--- src/rtl/pe_pkg.sv ---
// Shared types for the program/erase sequencer.
// Assumes: command codes are 4 bits wide; status is a single byte.
package pe_pkg;

    typedef enum logic [2:0] {
        ST_IDLE,
        ST_PROG,
        ST_PSUSP,
        ST_ERASE,
        ST_ESUSP
    } pe_state_t;

    typedef enum logic [1:0] {
        RG_NONE,
        RG_LOCK,
        RG_SECURE
    } pe_region_t;

    typedef enum logic [3:0] {
        ACT_NONE,
        ACT_PROG,
        ACT_ERASE,
        ACT_PSUSP,
        ACT_ESUSP,
        ACT_PRES,
        ACT_ERES,
        ACT_LOCK,
        ACT_SECURE,
        ACT_EXIT,
        ACT_STATUS
    } pe_act_t;

    localparam logic [3:0] OP_NOP    = 4'd0;
    localparam logic [3:0] OP_PROG   = 4'd1;
    localparam logic [3:0] OP_ERASE  = 4'd2;
    localparam logic [3:0] OP_PSUSP  = 4'd3;
    localparam logic [3:0] OP_ESUSP  = 4'd4;
    localparam logic [3:0] OP_RESUME = 4'd5;
    localparam logic [3:0] OP_STATUS = 4'd6;
    localparam logic [3:0] OP_LOCK   = 4'd7;
    localparam logic [3:0] OP_SECURE = 4'd8;
    localparam logic [3:0] OP_EXIT   = 4'd9;

    localparam int SB_BUSY   = 0;
    localparam int SB_PSUSP  = 1;
    localparam int SB_ESUSP  = 2;
    localparam int SB_LOCK   = 3;
    localparam int SB_SECURE = 4;
    localparam int SB_PACT   = 5;
    localparam int SB_EACT   = 6;

endpackage

--- src/rtl/pe_cmd_filter.sv ---
// Command filter: turns a raw command into the single action the current
// state permits, or ACT_NONE when the command is to be dropped.
// Assumes: purely combinational; state inputs are registered elsewhere.
module pe_cmd_filter
    import pe_pkg::*;
#(
    parameter int SECT_W = 2
) (
    input  logic              cmd_valid,
    input  logic [3:0]        cmd_op,
    input  logic [SECT_W-1:0] cmd_sect,
    input  pe_state_t         state,
    input  pe_region_t        region,
    input  logic [SECT_W-1:0] e_sect,
    output pe_act_t           act
);

    // Per-state whitelist of accepted commands.
    always_comb begin
        act = ACT_NONE;
        if (cmd_valid) begin
            if (cmd_op == OP_STATUS) begin
                act = ACT_STATUS;
            end else begin
                case (state)
                    ST_IDLE: begin
                        case (cmd_op)
                            OP_PROG:   act = ACT_PROG;
                            OP_ERASE:  if (region == RG_NONE) act = ACT_ERASE;
                            OP_LOCK:   if (region == RG_NONE) act = ACT_LOCK;
                            OP_SECURE: if (region == RG_NONE) act = ACT_SECURE;
                            OP_EXIT:   if (region != RG_NONE) act = ACT_EXIT;
                            default:   act = ACT_NONE;
                        endcase
                    end
                    ST_PROG:  if (cmd_op == OP_PSUSP)  act = ACT_PSUSP;
                    ST_PSUSP: if (cmd_op == OP_RESUME) act = ACT_PRES;
                    ST_ERASE: if (cmd_op == OP_ESUSP)  act = ACT_ESUSP;
                    ST_ESUSP: begin
                        if (cmd_op == OP_PROG && cmd_sect != e_sect) act = ACT_PROG;
                        else if (cmd_op == OP_RESUME)                  act = ACT_ERES;
                    end
                    default: act = ACT_NONE;
                endcase
            end
        end
    end

endmodule

--- src/rtl/pe_seq.sv ---
// Operation sequencer: holds the state, the region mode, the program and
// erase contexts with their own counters, and the status-read flag.
// Emits one-cycle write strobes to the array on completion.
// Assumes: PROG_CYC and ERASE_CYC are at least 2; act comes from the filter.
module pe_seq
    import pe_pkg::*;
#(
    parameter int AW        = 4,
    parameter int DW        = 8,
    parameter int SECT_W    = 2,
    parameter int PROG_CYC  = 8,
    parameter int ERASE_CYC = 32,
    localparam int PCW      = $clog2(PROG_CYC),
    localparam int ECW      = $clog2(ERASE_CYC)
) (
    input  logic              clk,
    input  logic              rst_n,
    input  pe_act_t           act,
    input  logic [AW-1:0]     cmd_addr,
    input  logic [DW-1:0]     cmd_data,
    output pe_state_t         state,
    output pe_region_t        region,
    output logic              ret_esusp,
    output logic [AW-1:0]     p_addr,
    output logic [DW-1:0]     p_data,
    output logic [SECT_W-1:0] e_sect,
    output logic              smode,
    output logic              prog_we,
    output logic              erase_we
);

    logic [PCW-1:0] pcnt;
    logic [ECW-1:0] ecnt;
    logic           prog_last;
    logic           erase_last;

    // Completion of the current count, unless a suspend wins this cycle.
    always_comb begin
        prog_last  = (state == ST_PROG)  && (act != ACT_PSUSP) && (pcnt == PCW'(PROG_CYC - 1));
        erase_last = (state == ST_ERASE) && (act != ACT_ESUSP) && (ecnt == ECW'(ERASE_CYC - 1));
        prog_we    = prog_last;
        erase_we   = erase_last;
    end

    // Status-read mode: set by status read, cleared by any other accepted command.
    always_ff @(posedge clk) begin
        if (!rst_n)                  smode <= 1'b0;
        else if (act == ACT_STATUS)  smode <= 1'b1;
        else if (act != ACT_NONE)    smode <= 1'b0;
    end

    // Region mode register, only changed from idle.
    always_ff @(posedge clk) begin
        if (!rst_n) begin
            region <= RG_NONE;
        end else if (state == ST_IDLE) begin
            case (act)
                ACT_LOCK:   region <= RG_LOCK;
                ACT_SECURE: region <= RG_SECURE;
                ACT_EXIT:   region <= RG_NONE;
                default:    region <= region;
            endcase
        end
    end

    // Main state machine with the program context and its counter.
    always_ff @(posedge clk) begin
        if (!rst_n) begin
            state     <= ST_IDLE;
            ret_esusp <= 1'b0;
            p_addr    <= '0;
            p_data    <= '0;
            pcnt      <= '0;
        end else begin
            case (state)
                ST_IDLE, ST_ESUSP: begin
                    if (act == ACT_PROG) begin
                        state     <= ST_PROG;
                        p_addr    <= cmd_addr;
                        p_data    <= cmd_data;
                        pcnt      <= '0;
                        ret_esusp <= (state == ST_ESUSP);
                    end else if (act == ACT_ERASE) begin
                        state <= ST_ERASE;
                    end else if (act == ACT_ERES) begin
                        state <= ST_ERASE;
                    end
                end
                ST_PROG: begin
                    if (act == ACT_PSUSP)  state <= ST_PSUSP;
                    else if (prog_last)    state <= ret_esusp ? ST_ESUSP : ST_IDLE;
                    else                   pcnt  <= pcnt + PCW'(1);
                end
                ST_PSUSP: begin
                    if (act == ACT_PRES) state <= ST_PROG;
                end
                ST_ERASE: begin
                    if (act == ACT_ESUSP)  state <= ST_ESUSP;
                    else if (erase_last)   state <= ST_IDLE;
                end
                default: state <= ST_IDLE;
            endcase
        end
    end

    // Erase context: target sector and its own counter, frozen while suspended.
    always_ff @(posedge clk) begin
        if (!rst_n) begin
            e_sect <= '0;
            ecnt   <= '0;
        end else if (state == ST_IDLE && act == ACT_ERASE) begin
            e_sect <= cmd_addr[AW-1 -: SECT_W];
            ecnt   <= '0;
        end else if (state == ST_ERASE && act != ACT_ESUSP && !erase_last) begin
            ecnt <= ecnt + ECW'(1);
        end
    end

endmodule

--- src/rtl/pe_array.sv ---
// Array model: one register per word. A program ANDs new data into the
// addressed word; an erase sets every word of one sector to all ones.
// Reset fills the array with ones. Read is combinational.
// Assumes: address is {sector, word}; prog_we and erase_we never coincide.
module pe_array #(
    parameter int NWORDS = 16,
    parameter int AW     = 4,
    parameter int DW     = 8,
    parameter int WORD_W = 2,
    localparam int SECT_W = AW - WORD_W
) (
    input  logic              clk,
    input  logic              rst_n,
    input  logic              prog_we,
    input  logic [AW-1:0]     prog_addr,
    input  logic [DW-1:0]     prog_data,
    input  logic              erase_we,
    input  logic [SECT_W-1:0] erase_sect,
    input  logic [AW-1:0]     rd_addr,
    output logic [DW-1:0]     rd_word
);

    logic [NWORDS-1:0][DW-1:0] words;

    for (genvar g = 0; g < NWORDS; g++) begin : g_word
        localparam logic [AW-1:0] GA = AW'(g);
        logic [DW-1:0] word_q;

        // Per-word update: AND on program, ones on sector erase.
        always_ff @(posedge clk) begin
            if (!rst_n)
                word_q <= '1;
            else if (prog_we && prog_addr == GA)
                word_q <= word_q & prog_data;
            else if (erase_we && erase_sect == GA[AW-1:WORD_W])
                word_q <= '1;
        end

        assign words[g] = word_q;
    end

    // Combinational read mux.
    always_comb rd_word = words[rd_addr];

endmodule

--- src/rtl/pe_ctrl.sv ---
// Top level of the program/erase sequencer. Wires filter, sequencer and
// array together, builds the status byte and steers the read port.
// Assumes: BANKS, SECTS_PER_BANK and WORDS_PER_SECT are powers of two >= 2; DW >= 8.
module pe_ctrl
    import pe_pkg::*;
#(
    parameter int BANKS          = 2,
    parameter int SECTS_PER_BANK = 2,
    parameter int WORDS_PER_SECT = 4,
    parameter int DW             = 8,
    parameter int PROG_CYC       = 8,
    parameter int ERASE_CYC      = 32,
    localparam int NWORDS = BANKS * SECTS_PER_BANK * WORDS_PER_SECT,
    localparam int AW     = $clog2(NWORDS),
    localparam int WORD_W = $clog2(WORDS_PER_SECT),
    localparam int SECT_W = AW - WORD_W,
    localparam int BANK_W = $clog2(BANKS)
) (
    input  logic          clk,
    input  logic          rst_n,
    input  logic          cmd_valid,
    input  logic [3:0]    cmd_op,
    input  logic [AW-1:0] cmd_addr,
    input  logic [DW-1:0] cmd_data,
    input  logic [AW-1:0] rd_addr,
    output logic [DW-1:0] rd_data,
    output logic [7:0]    status,
    output logic          busy
);

    pe_act_t           act;
    pe_state_t         state;
    pe_region_t        region;
    logic              ret_esusp;
    logic [AW-1:0]     p_addr;
    logic [DW-1:0]     p_data;
    logic [SECT_W-1:0] e_sect;
    logic              smode;
    logic              prog_we;
    logic              erase_we;
    logic [DW-1:0]     arr_word;
    logic              bank_hit;

    pe_cmd_filter #(.SECT_W(SECT_W)) u_filter (
        .cmd_valid (cmd_valid),
        .cmd_op    (cmd_op),
        .cmd_sect  (cmd_addr[AW-1 -: SECT_W]),
        .state     (state),
        .region    (region),
        .e_sect    (e_sect),
        .act       (act)
    );

    pe_seq #(
        .AW        (AW),
        .DW        (DW),
        .SECT_W    (SECT_W),
        .PROG_CYC  (PROG_CYC),
        .ERASE_CYC (ERASE_CYC)
    ) u_seq (
        .clk       (clk),
        .rst_n     (rst_n),
        .act       (act),
        .cmd_addr  (cmd_addr),
        .cmd_data  (cmd_data),
        .state     (state),
        .region    (region),
        .ret_esusp (ret_esusp),
        .p_addr    (p_addr),
        .p_data    (p_data),
        .e_sect    (e_sect),
        .smode     (smode),
        .prog_we   (prog_we),
        .erase_we  (erase_we)
    );

    pe_array #(
        .NWORDS (NWORDS),
        .AW     (AW),
        .DW     (DW),
        .WORD_W (WORD_W)
    ) u_array (
        .clk        (clk),
        .rst_n      (rst_n),
        .prog_we    (prog_we),
        .prog_addr  (p_addr),
        .prog_data  (p_data),
        .erase_we   (erase_we),
        .erase_sect (e_sect),
        .rd_addr    (rd_addr),
        .rd_word    (arr_word)
    );

    // Status byte assembled from sequencer state.
    always_comb begin
        status            = '0;
        status[SB_PACT]   = (state == ST_PROG);
        status[SB_EACT]   = (state == ST_ERASE);
        status[SB_BUSY]   = status[SB_PACT] | status[SB_EACT];
        status[SB_PSUSP]  = (state == ST_PSUSP);
        status[SB_ESUSP]  = (state == ST_ESUSP) ||
                            (ret_esusp && (state == ST_PROG || state == ST_PSUSP));
        status[SB_LOCK]   = (region == RG_LOCK);
        status[SB_SECURE] = (region == RG_SECURE);
        busy              = status[SB_BUSY];
    end

    // Read steering: status in status mode or when the busy bank is addressed.
    always_comb begin
        bank_hit = ((state == ST_PROG)  && (rd_addr[AW-1 -: BANK_W] == p_addr[AW-1 -: BANK_W])) ||
                   ((state == ST_ERASE) && (rd_addr[AW-1 -: BANK_W] == e_sect[SECT_W-1 -: BANK_W]));
        rd_data  = (smode || bank_hit) ? DW'(status) : arr_word;
    end

endmodule

--- config.mk ---
export PLATFORM = sky130hd
export DESIGN_NAME = pe_ctrl
export DESIGN_NICKNAME = d
export VERILOG_FILES = /design/src/rtl/pe_pkg.sv /design/src/rtl/pe_cmd_filter.sv /design/src/rtl/pe_seq.sv /design/src/rtl/pe_array.sv /design/src/rtl/pe_ctrl.sv
export SDC_FILE = /design/constraint.sdc
export NUM_CORES = 1
export LEC_CHECK = 0
export ABC_AREA = 0
export ABC_CLOCK_PERIOD_IN_PS = 4380
export BUFFER_PORTS_ARGS = -buffer_cell sky130_fd_sc_hd__buf_2
export CAP_MARGIN = 20
export CORE_MARGIN = 3
export CORE_UTILIZATION = 30
export CTS_BUF_LIST = sky130_fd_sc_hd__clkbuf_8
export CTS_CLUSTER_DIAMETER = 150
export DETAILED_ROUTE_END_ITERATION = 7
export GPL_TIMING_DRIVEN = 0
export SYNTH_ARGS = -nofsm -noshare
export SYNTH_HDL_FRONTEND = slang
export SYNTH_SLANG_ARGS = --single-unit
--- constraint.sdc ---
create_clock -name clk -period 4.38 [get_ports clk]
set_clock_uncertainty 0.05 [all_clocks]
set_input_delay 0.876 -clock clk [delete_from_list [all_inputs] [get_ports clk]]
set_output_delay 0.876 -clock clk [all_outputs]
set_load 0.005 [all_outputs]
# Word level (Yosys, flattened, before mapping)
# Cells that the tools add are included.
# Widths: inputs -> output; s select.
# word_totals
ff_bits,157
in_bits,23
out_inout_bits,17
word_cells,222
# classes
addsub,2
n_lt_le_gt_ge,1
eq_ne,57
muxes,53
bitwise_logic,18
n_reduce_logical,66
# ops
op,n
$mux 8,22
$and 8x8->8,16
$eq 4x4->1 const B,13
$eq 4x3->1 const B,12
$mux 3,16
$pmux 4 s5,2
$reduce_bool 2->1,19
$bmux 8 s4,1
$logic_and 1x1->1,30
$eq 4x2->1 const B,6
$mux 4,5
$eq 4x1->1 const B,3
$pmux 3 s4,1
$reduce_and 4->1,2
$eq 2x2->1 const B,3
$eq 3x2->1 const B,2
$eq 3x3->1 const B,2
$ne 3x1->1 const B,2
$pmux 2 s3,1
$pmux 3 s2,1
$add 5x1->5 const B,1
$eq 5x5->1 const B,1
$lt 4x5->1 const B,1
$eq 2x1->1 const B,2
other kinds (22),33

# Longest topological paths before layout
# Gate-level depths: netlist (run 1).
# logic_depth
depth_word,12
mapped_depth,10
depth_no_buf,8

# Modules after synthesis
# Synthesis (run 1) repeated with hierarchy kept, for this count alone.
# unflattened
cells_unflattened,783
area_unflattened_um2,7358.3
# modules_own_cells
mod,instances,cells_per_inst,area_each_um2,seq_area_each_um2
pe_array,1,535,5280.1,2562.5
pe_seq,1,171,1517.7,580.6
pe_cmd_filter,1,47,307.8,0.0
pe_ctrl,1,30,252.7,0.0

# Worst setup path after synthesis (run 1)
# No wires, ideal clock.
# synth_path
kind,in2out
from,input rd_addr[2]
to,output rd_data[0]
arrival_time_ns,3.023
t_required_ns,3.454
slack_ns,0.431
cell_stages,6
path_buffers,3
path_cell_list,clkbuf_1 clkbuf_1 buf_1 mux4_2 mux4_2 mux2_2
# synth_between
elab_chain_cells,3
# synth_rtl
element,line_no,rtl
from (decl),pe_ctrl.sv:25,"input logic [AW-1:0] rd_addr,"
$bmux 8 s4,pe_array.sv:43,always_comb rd_word = words[rd_addr];
$mux 8 (implied by the code),pe_array.sv:43,
$mux 8,pe_ctrl.sv:112,rd_data = (smode || bank_hit) ? DW'(status) : arr_word;
to (decl),pe_ctrl.sv:26,"output logic [DW-1:0] rd_data,"
# Every way passes these cells. The select of a mux whose other input is x is not followed.

# Worst setup path in the final report (run 1)
# layout_path
from,input rd_addr[1]
to,output rd_data[6]
# The elaborated chain is that of the path after synthesis.

==> results.json, run 1 <==
{
  "grt_overflow_total": 0,
  "reg2reg_from": "u_seq.state[1]$_SDFFE_PN0P_",
  "fin_setup_tns_ps": 0,
  "area_delta_synth_final_pct": 13.7,
  "yosys.area.top_type": "dfxtp_1",
  "critPathArrivalTime_ps": 3370,
  "ys_async_sr_fraction": 0,
  "status": "completed",
  "cts.clk_slew.worst_paths_ps": 80,
  "period_share": 0.980,
  "ff2ff_path_depth": 7,
  "cts_sinks": 157,
  "grt_pass1_wl_um": 30200,
  "synth-edff-count": 0,
  "worstPathRequired_ps": 3450,
  "rows": 54,
  "max_freq_mhz": 233,
  "worstSetupPathType": "in2out",
  "diodes": 0,
  "root_buffer": "clkbuf_8",
  "wl_um": 19300,
  "slew_viol_final": 0,
  "synth_nets": 619,
  "max_stage_delay_ps": 600,
  "yosysSeqAreaShare": 0.456,
  "synth_area_per_cell_um2": 11.6,
  "globalRouteTotalUtil": 0.161,
  "dp_worst_setup_slack_ps": -458,
  "cp.buffers_inverters": 4,
  "initial_utilization": 0.310,
  "fp.dieW_um": 158,
  "crit_path_start_kind": "primary input",
  "cp_top_family": "buffers and inverters",
  "cpMaxStageDelayCell": "clkdlybuf4s15_2",
  "critPathLaunch": "rd_addr[1]",
  "vias": 5187,
  "cts_made_buffers": 17,
  "final.fill_count": 2190,
  "clk_latency_ps": 460,
  "cp-end-kind": "output pin",
  "hold_viol_final": 0,
  "portBuffers": 33,
  "cp.depth": 7,
  "grt_max_degree": 17,
  "setup-violations-final": 0,
  "viasPerCell": 5.54,
  "synth_top_area_share": 0.456,
  "ff2ff_setup_slack_ps": 1150,
  "multiInputGateArea_um2": 3400,
  "ys_seq_elements": 157,
  "min_path_type": "reg2reg",
  "crit_fanout": 10,
  "yosysWarnings": 0,
  "post-synth-top-count-cell": "dfxtp_1",
  "p_leak_nw": 2.82,
  "synthCells": 592,
  "worst_pin_slew_ps": 963,
  "ir_drop_uv": 182,
  "dpl.hpwl_um": 13500,
  "p_per_area_nw_per_um2": 388,
  "seqCellArea_um2": 3140,
  "remaining_drc_errors": 0,
  "finalWorstSetupSlack_ps": 86.9,
  "firstDrtPassIters": 5,
  "drt_iter0_markers": 314,
  "critPathMostFrequentCell": "mux4_2",
  "syn_area_um2": 6890,
  "design.core.area_um2": 22200,
  "maxCapViolations": 0,
  "synthFlopType": "dfxtp_1",
  "relSlewSlack": 0.355,
  "final_nets": 671,
  "grt_pass1_vias": 5061,
  "worstSetupEndpoint": "rd_data[6]",
  "gp_congestion": 0.807,
  "cts_tree": "done",
  "htreeDepth": 4,
  "cts_setup_buffers": 0,
  "drive_gt1_frac": 0.250,
  "path_cells": "clkbuf_1 > clkdlybuf4s15_2 > mux4_2 > mux4_2 > inv_1 > a21oi_1 > buf_2",
  "r2r-end": "u_array.g_word[11].word_q[0]$_SDFFE_PN1P_",
  "post_drt_wl_per_cell_um": 20.6,
  "ys_top_cells_by_count": "dfxtp_1 (157), a2bb2oi_1 (125), nor2_1 (44), mux4_2 (40), nand2_1 (22)",
  "drtAntennaViolNets": 0,
  "fin_crit_ps": 4290,
  "pin_count": 40,
  "ys_top_cells_by_area": "dfxtp_1 (46%), a2bb2oi_1 (16%), mux4_2 (13%)",
  "die-area_um2": 24800,
  "timing.hold.ws_ps": 420,
  "die_h_um": 158,
  "rsz0062_at_grt": "false",
  "synth_cell_types": 57,
  "antenna_found_initial": 0,
  "utilization": 0.352,
  "cts_buffer_depth": 2
}
power breakdown:
part	leakage, nW	switching (mW)	internal (mW)
combinational	1.35	0.279	0.179
clock	0.206	0.568	0.540
sequential	1.27	0.0249	1.45
total	2.82	0.872	2.16
logic make-up after synthesis:
| family | after synthesis | share of synthesized area |
|---|---|---|
| other | 1 | 0.000544 |
| and+or+nand+nor | 123 | 0.0973 |
| xor gates and xnor gates | 6 | 0.00762 |
| AOI/OAI and AO/OA | 177 | 0.216 |
| adders and majority gates | 4 | 0.00726 |
| buffers and inverters | 61 | 0.0506 |
| muxes | 63 | 0.165 |
| DFF | 157 | 0.456 |
worst min-delay path by stage:
stage | endpoint | depth (start not counted) | slack (ps) | start
3_3_place_gp | u_seq.ret_esusp$_SDFFE_PN0P_ | 2 | 410 | u_seq.ret_esusp$_SDFFE_PN0P_
2_1_floorplan | u_seq.ret_esusp$_SDFFE_PN0P_ | 2 | 390 | u_seq.ret_esusp$_SDFFE_PN0P_
5_1_grt | u_array.g_word[4].word_q[2]$_SDFFE_PN1P_ | 1 | 450 | u_array.g_word[4].word_q[2]$_SDFFE_PN1P_
3_5_place_dp | u_seq.ret_esusp$_SDFFE_PN0P_ | 2 | 410 | u_seq.ret_esusp$_SDFFE_PN0P_
4_1_cts | u_seq.ret_esusp$_SDFFE_PN0P_ | 2 | 420 | u_seq.ret_esusp$_SDFFE_PN0P_
6_report | u_seq.ret_esusp$_SDFFE_PN0P_ | 2 | 420 | u_seq.ret_esusp$_SDFFE_PN0P_
metal layers:
layer | track usage | wire (µm)
met3 | 0.0314 | 1200
met4 | 0.0492 | 350
met5 | 0 | 0
met2 | 0.248 | 8790
met1 | 0.228 | 8950
sequential cells by signal, summed over array words and instances, names as in the netlist:
signal	cells
u_seq.p_data	8
u_seq.state	3
u_array.g_word.word_q	128
u_seq.e_sect	2
u_seq.region	2
u_seq.smode	1
u_seq.pcnt	3
u_seq.p_addr	4
u_seq.ret_esusp	1
u_seq.ecnt	5
cells in the final DEF (no fill, tap or decap), types with 4 or more instances in the layout:
cell,synthesis,layout
or3_1,4,4
nor2_1,44,44
nand3b_1,4,4
mux4_2,40,40
and4_1,6,6
a2bb2oi_1,125,125
xor2_1,4,4
mux2i_1,18,18
nand2b_1,5,5
mux2_2,5,5
nand2_1,22,22
a21oi_1,14,14
nor3b_1,5,5
buf_2,18,52
and2_1,4,4
ha_1,4,4
o21ai_0,12,12
nand3_1,6,6
buf_6,10,10
dfxtp_1,157,157
clkbuf_8,0,19
nor2b_1,5,5
clkbuf_1,14,13
inv_1,8,9
final cells by class:
| cell class | count | share of cell area |
|---|---|---|
| multi-input cells | 374 | 0.434 |
| flip-flops and latches | 157 | 0.401 |
| well taps | 280 | 0.0447 |
| plain buffers | 53 | 0.0439 |
| clock buffers | 19 | 0.0334 |
| repair buffers | 33 | 0.0211 |
| clock inverters | 13 | 0.0179 |
| inverters | 8 | 0.00383 |
through the flow:
| step | cells | area [µm²] | power, mW |
|---|---|---|---|
| final | 937 | 7840 | 3.04 |
| after floorplan | 592 | 6890 | 1.81 |
| after global routing | 937 | 7840 | 3.15 |
| after CTS | 937 | 7840 | 3.05 |
| after detailed placement | 905 | 7410 | 1.96 |
| after global placement | 905 | 7410 | 1.96 |
timing repair:
action / in CTS / in global routing
endpoints found under the hold margin: 0 / 0
endpoints found under the setup margin: 8 / 0
gates resized for setup: 11 / 0
hold buffers: 0 / 0
worst register-to-register path, delay by kind of cell (launching register included):
| family | cells | cell delay (ps) |
|---|---|---|
| buffers and inverters | 2 | 950 |
| and+or+nand+nor | 2 | 920 |
| AOI/OAI and AO/OA | 3 | 700 |
| DFF | 1 | 460 |
Note: power is estimated with default switching activity, not from simulation.
==> run 2: changes to the inputs <==
Settings changed: CORE_MARGIN 3 to not set, SYNTH_HIERARCHICAL set to 1.
==> results.json, run 2 <==
{
  "cts_tree": "done",
  "area_delta_synth_final_pct": 12.9,
  "firstDrtPassIters": 5,
  "slew_viol_final": 0,
  "final_nets": 863,
  "post-synth-top-count-cell": "nand2_1",
  "cp-end-kind": "output pin",
  "cts.clk_slew.worst_paths_ps": 80,
  "place_inst": 1136,
  "cts_setup_buffers": 0,
  "ff2ff_path_depth": 12,
  "p_leak_nw": 2.79,
  "die_h_um": 159,
  "root_buffer": "clkbuf_8",
  "ys_seq_elements": 157,
  "ys_async_sr_fraction": 0,
  "fp.dieW_um": 159,
  "relSlewSlack": 0.447,
  "ff2ff_setup_slack_ps": 470,
  "ys_top_cells_by_area": "dfxtp_1 (43%), o22ai_1 (11%), mux4_2 (9.8%)",
  "grt_pass1_vias": 6336,
  "portBuffers": 34,
  "ir_drop_uv": 264,
  "fin_cells": 1167,
  "timing.hold.ws_ps": 418,
  "largest_register_ffs": 128,
  "cts_made_buffers": 17,
  "r2r-end": "u_array/g_word[0].word_q[4]$_SDFFE_PN1P_",
  "grt_pass1_wl_um": 35200,
  "yosysSeqAreaShare": 0.427,
  "grt_overflow_total": 0,
  "synth_nets": 810,
  "synthFlopType": "dfxtp_1",
  "cts_hold_buf": 0,
  "globalRouteTotalUtil": 0.185,
  "syn_area_um2": 7360,
  "dp_worst_setup_slack_ps": 130,
  "crit_fanout": 10,
  "min_path_type": "reg2reg",
  "ys_top_cells_by_count": "nand2_1 (158), dfxtp_1 (157), o22ai_1 (130), mux4_2 (32), nand3_1 (30)",
  "finalInstanceArea_um2": 8310,
  "vias": 6535,
  "antenna_found_initial": 0,
  "initial_utilization": 0.310,
  "yosys.area.top_type": "dfxtp_1",
  "max_freq_mhz": 245,
  "synthCells": 783,
  "period_share": 0.933,
  "diodes": 0,
  "cts_resized": 0,
  "hp-start": "u_seq/pcnt[1]$_SDFFE_PN0P_",
  "p_per_area_nw_per_um2": 365,
  "setup-violations-final": 0,
  "remaining_drc_errors": 0,
  "largest-register": "u_array/g_word.word_q",
  "hold_depth": 2,
  "die-area_um2": 25200,
  "worst_pin_slew_ps": 827,
  "design.core.area_um2": 23800,
  "final.fill_count": 2456,
  "cts_sinks": 157,
  "gp_congestion": 0.932,
  "synth_top_area_share": 0.427,
  "reg_top3": "u_array/g_word.word_q (128), u_seq/p_data (8), u_seq/ecnt (5)",
  "critPathArrivalTime_ps": 3160,
  "maxCapViolations": 0,
  "yosysWarnings": 6,
  "fin_crit_ps": 4090,
  "cts_buffer_depth": 2,
  "dpl.hpwl_um": 15800,
  "drive_gt1_frac": 0.189,
  "synth-edff-count": 0,
  "drt_iter0_markers": 638,
  "pin_count": 40,
  "drtAntennaViolNets": 0,
  "rows": 56,
  "worstSetupPathType": "in2out",
  "clk_latency_ps": 470,
  "final_common_cell": "nand2_1",
  "hold_end": "u_seq/pcnt[1]$_SDFFE_PN0P_",
  "status": "completed",
  "synth_cell_types": 74,
  "utilization": 0.350,
  "post_drt_wl_per_cell_um": 19.0,
  "hold_viol_final": 0,
  "synth_area_per_cell_um2": 9.40,
  "wl_um": 22200,
  "fin_setup_tns_ps": 0,
  "p_total_mw": 3.03,
  "post_dp_cell_area_um2": 7930,
  "final_cell_mix": "nand2_1 (158), dfxtp_1 (157), o22ai_1 (130)",
  "crit_path_start_kind": "primary input",
  "viasPerCell": 5.60,
  "grt_max_degree": 18,
  "finalWorstSetupSlack_ps": 292,
  "worstPathRequired_ps": 3450,
  "htreeDepth": 4,
  "reg2reg_from": "u_seq/state[1]$_SDFFE_PN0P_",
  "rsz0062_at_grt": "false"
}
run 2: changes by cell type after synthesis, moves of 17 or more:
cell / delta
nand2_1: +136
o22ai_1: +129
a2bb2oi_1: -125
o21ai_1: +19
nor2_1: -39
a22oi_1: +17
nand3_1: +24
run 2: kinds of logic after synthesis:
logic type | Yosys count | synth area share
simple gates | 264 | 0.182
compound gates | 233 | 0.216
flops | 157 | 0.427
buf+inv | 74 | 0.0451
mux | 42 | 0.113
xor+xnor | 8 | 0.00952
fa+ha+maj | 4 | 0.00680
other cells | 1 | 0.000510
run 2: power by group:
| group | internal [mW] | leakage, nW | switching (mW) |
|---|---|---|---|
| logic | 0.186 | 1.33 | 0.306 |
| registers | 1.44 | 1.27 | 0.0352 |
| clock network | 0.503 | 0.190 | 0.560 |
run 2: how the worst max path moves through the flow:
stage,from,endpoint,slack (ps),depth (start not counted)
floorplan,cmd_op[2],u_array/g_word[0].word_q[0]$_SDFFE_PN1P_,840,12
global placement,cmd_op[3],u_array/g_word[12].word_q[5]$_SDFFE_PN1P_,130,12
detailed placement,cmd_op[3],u_array/g_word[12].word_q[4]$_SDFFE_PN1P_,130,12
CTS,rd_addr[1],rd_data[6],320,9
global route,rd_addr[1],rd_data[6],180,9
finish,rd_addr[1],rd_data[6],290,9
run 2: cell type report:
type	instances	area, µm²	share of cell area
multi-input cells	552	3880	0.468
inverters	5	18.8	0.00226
clock inverters	14	145	0.0175
clock buffers	17	234	0.0282
plain buffers	69	313	0.0377
flip-flops and latches	157	3140	0.378
well taps	319	399	0.0480
repair buffers	34	170	0.0205
run 2: critical path: stages:
cell     delay [ps]
buf_2           180
buf_2           320
buf_2           390
mux4_2          380
a22oi_1         300
nand2_1         160
a21o_1          180
mux2_2          250
buf_2           130
run 2: per-layer routing:
metal  wire [µm]  GRT usage  vias up  share of wire
met5           0          0        -              0
met2       10200      0.284      241           0.46
met3        1370     0.0294       49          0.062
met1        9900      0.252     3184           0.45
li1            -          -     3061              -
met4         776     0.0920        0          0.035
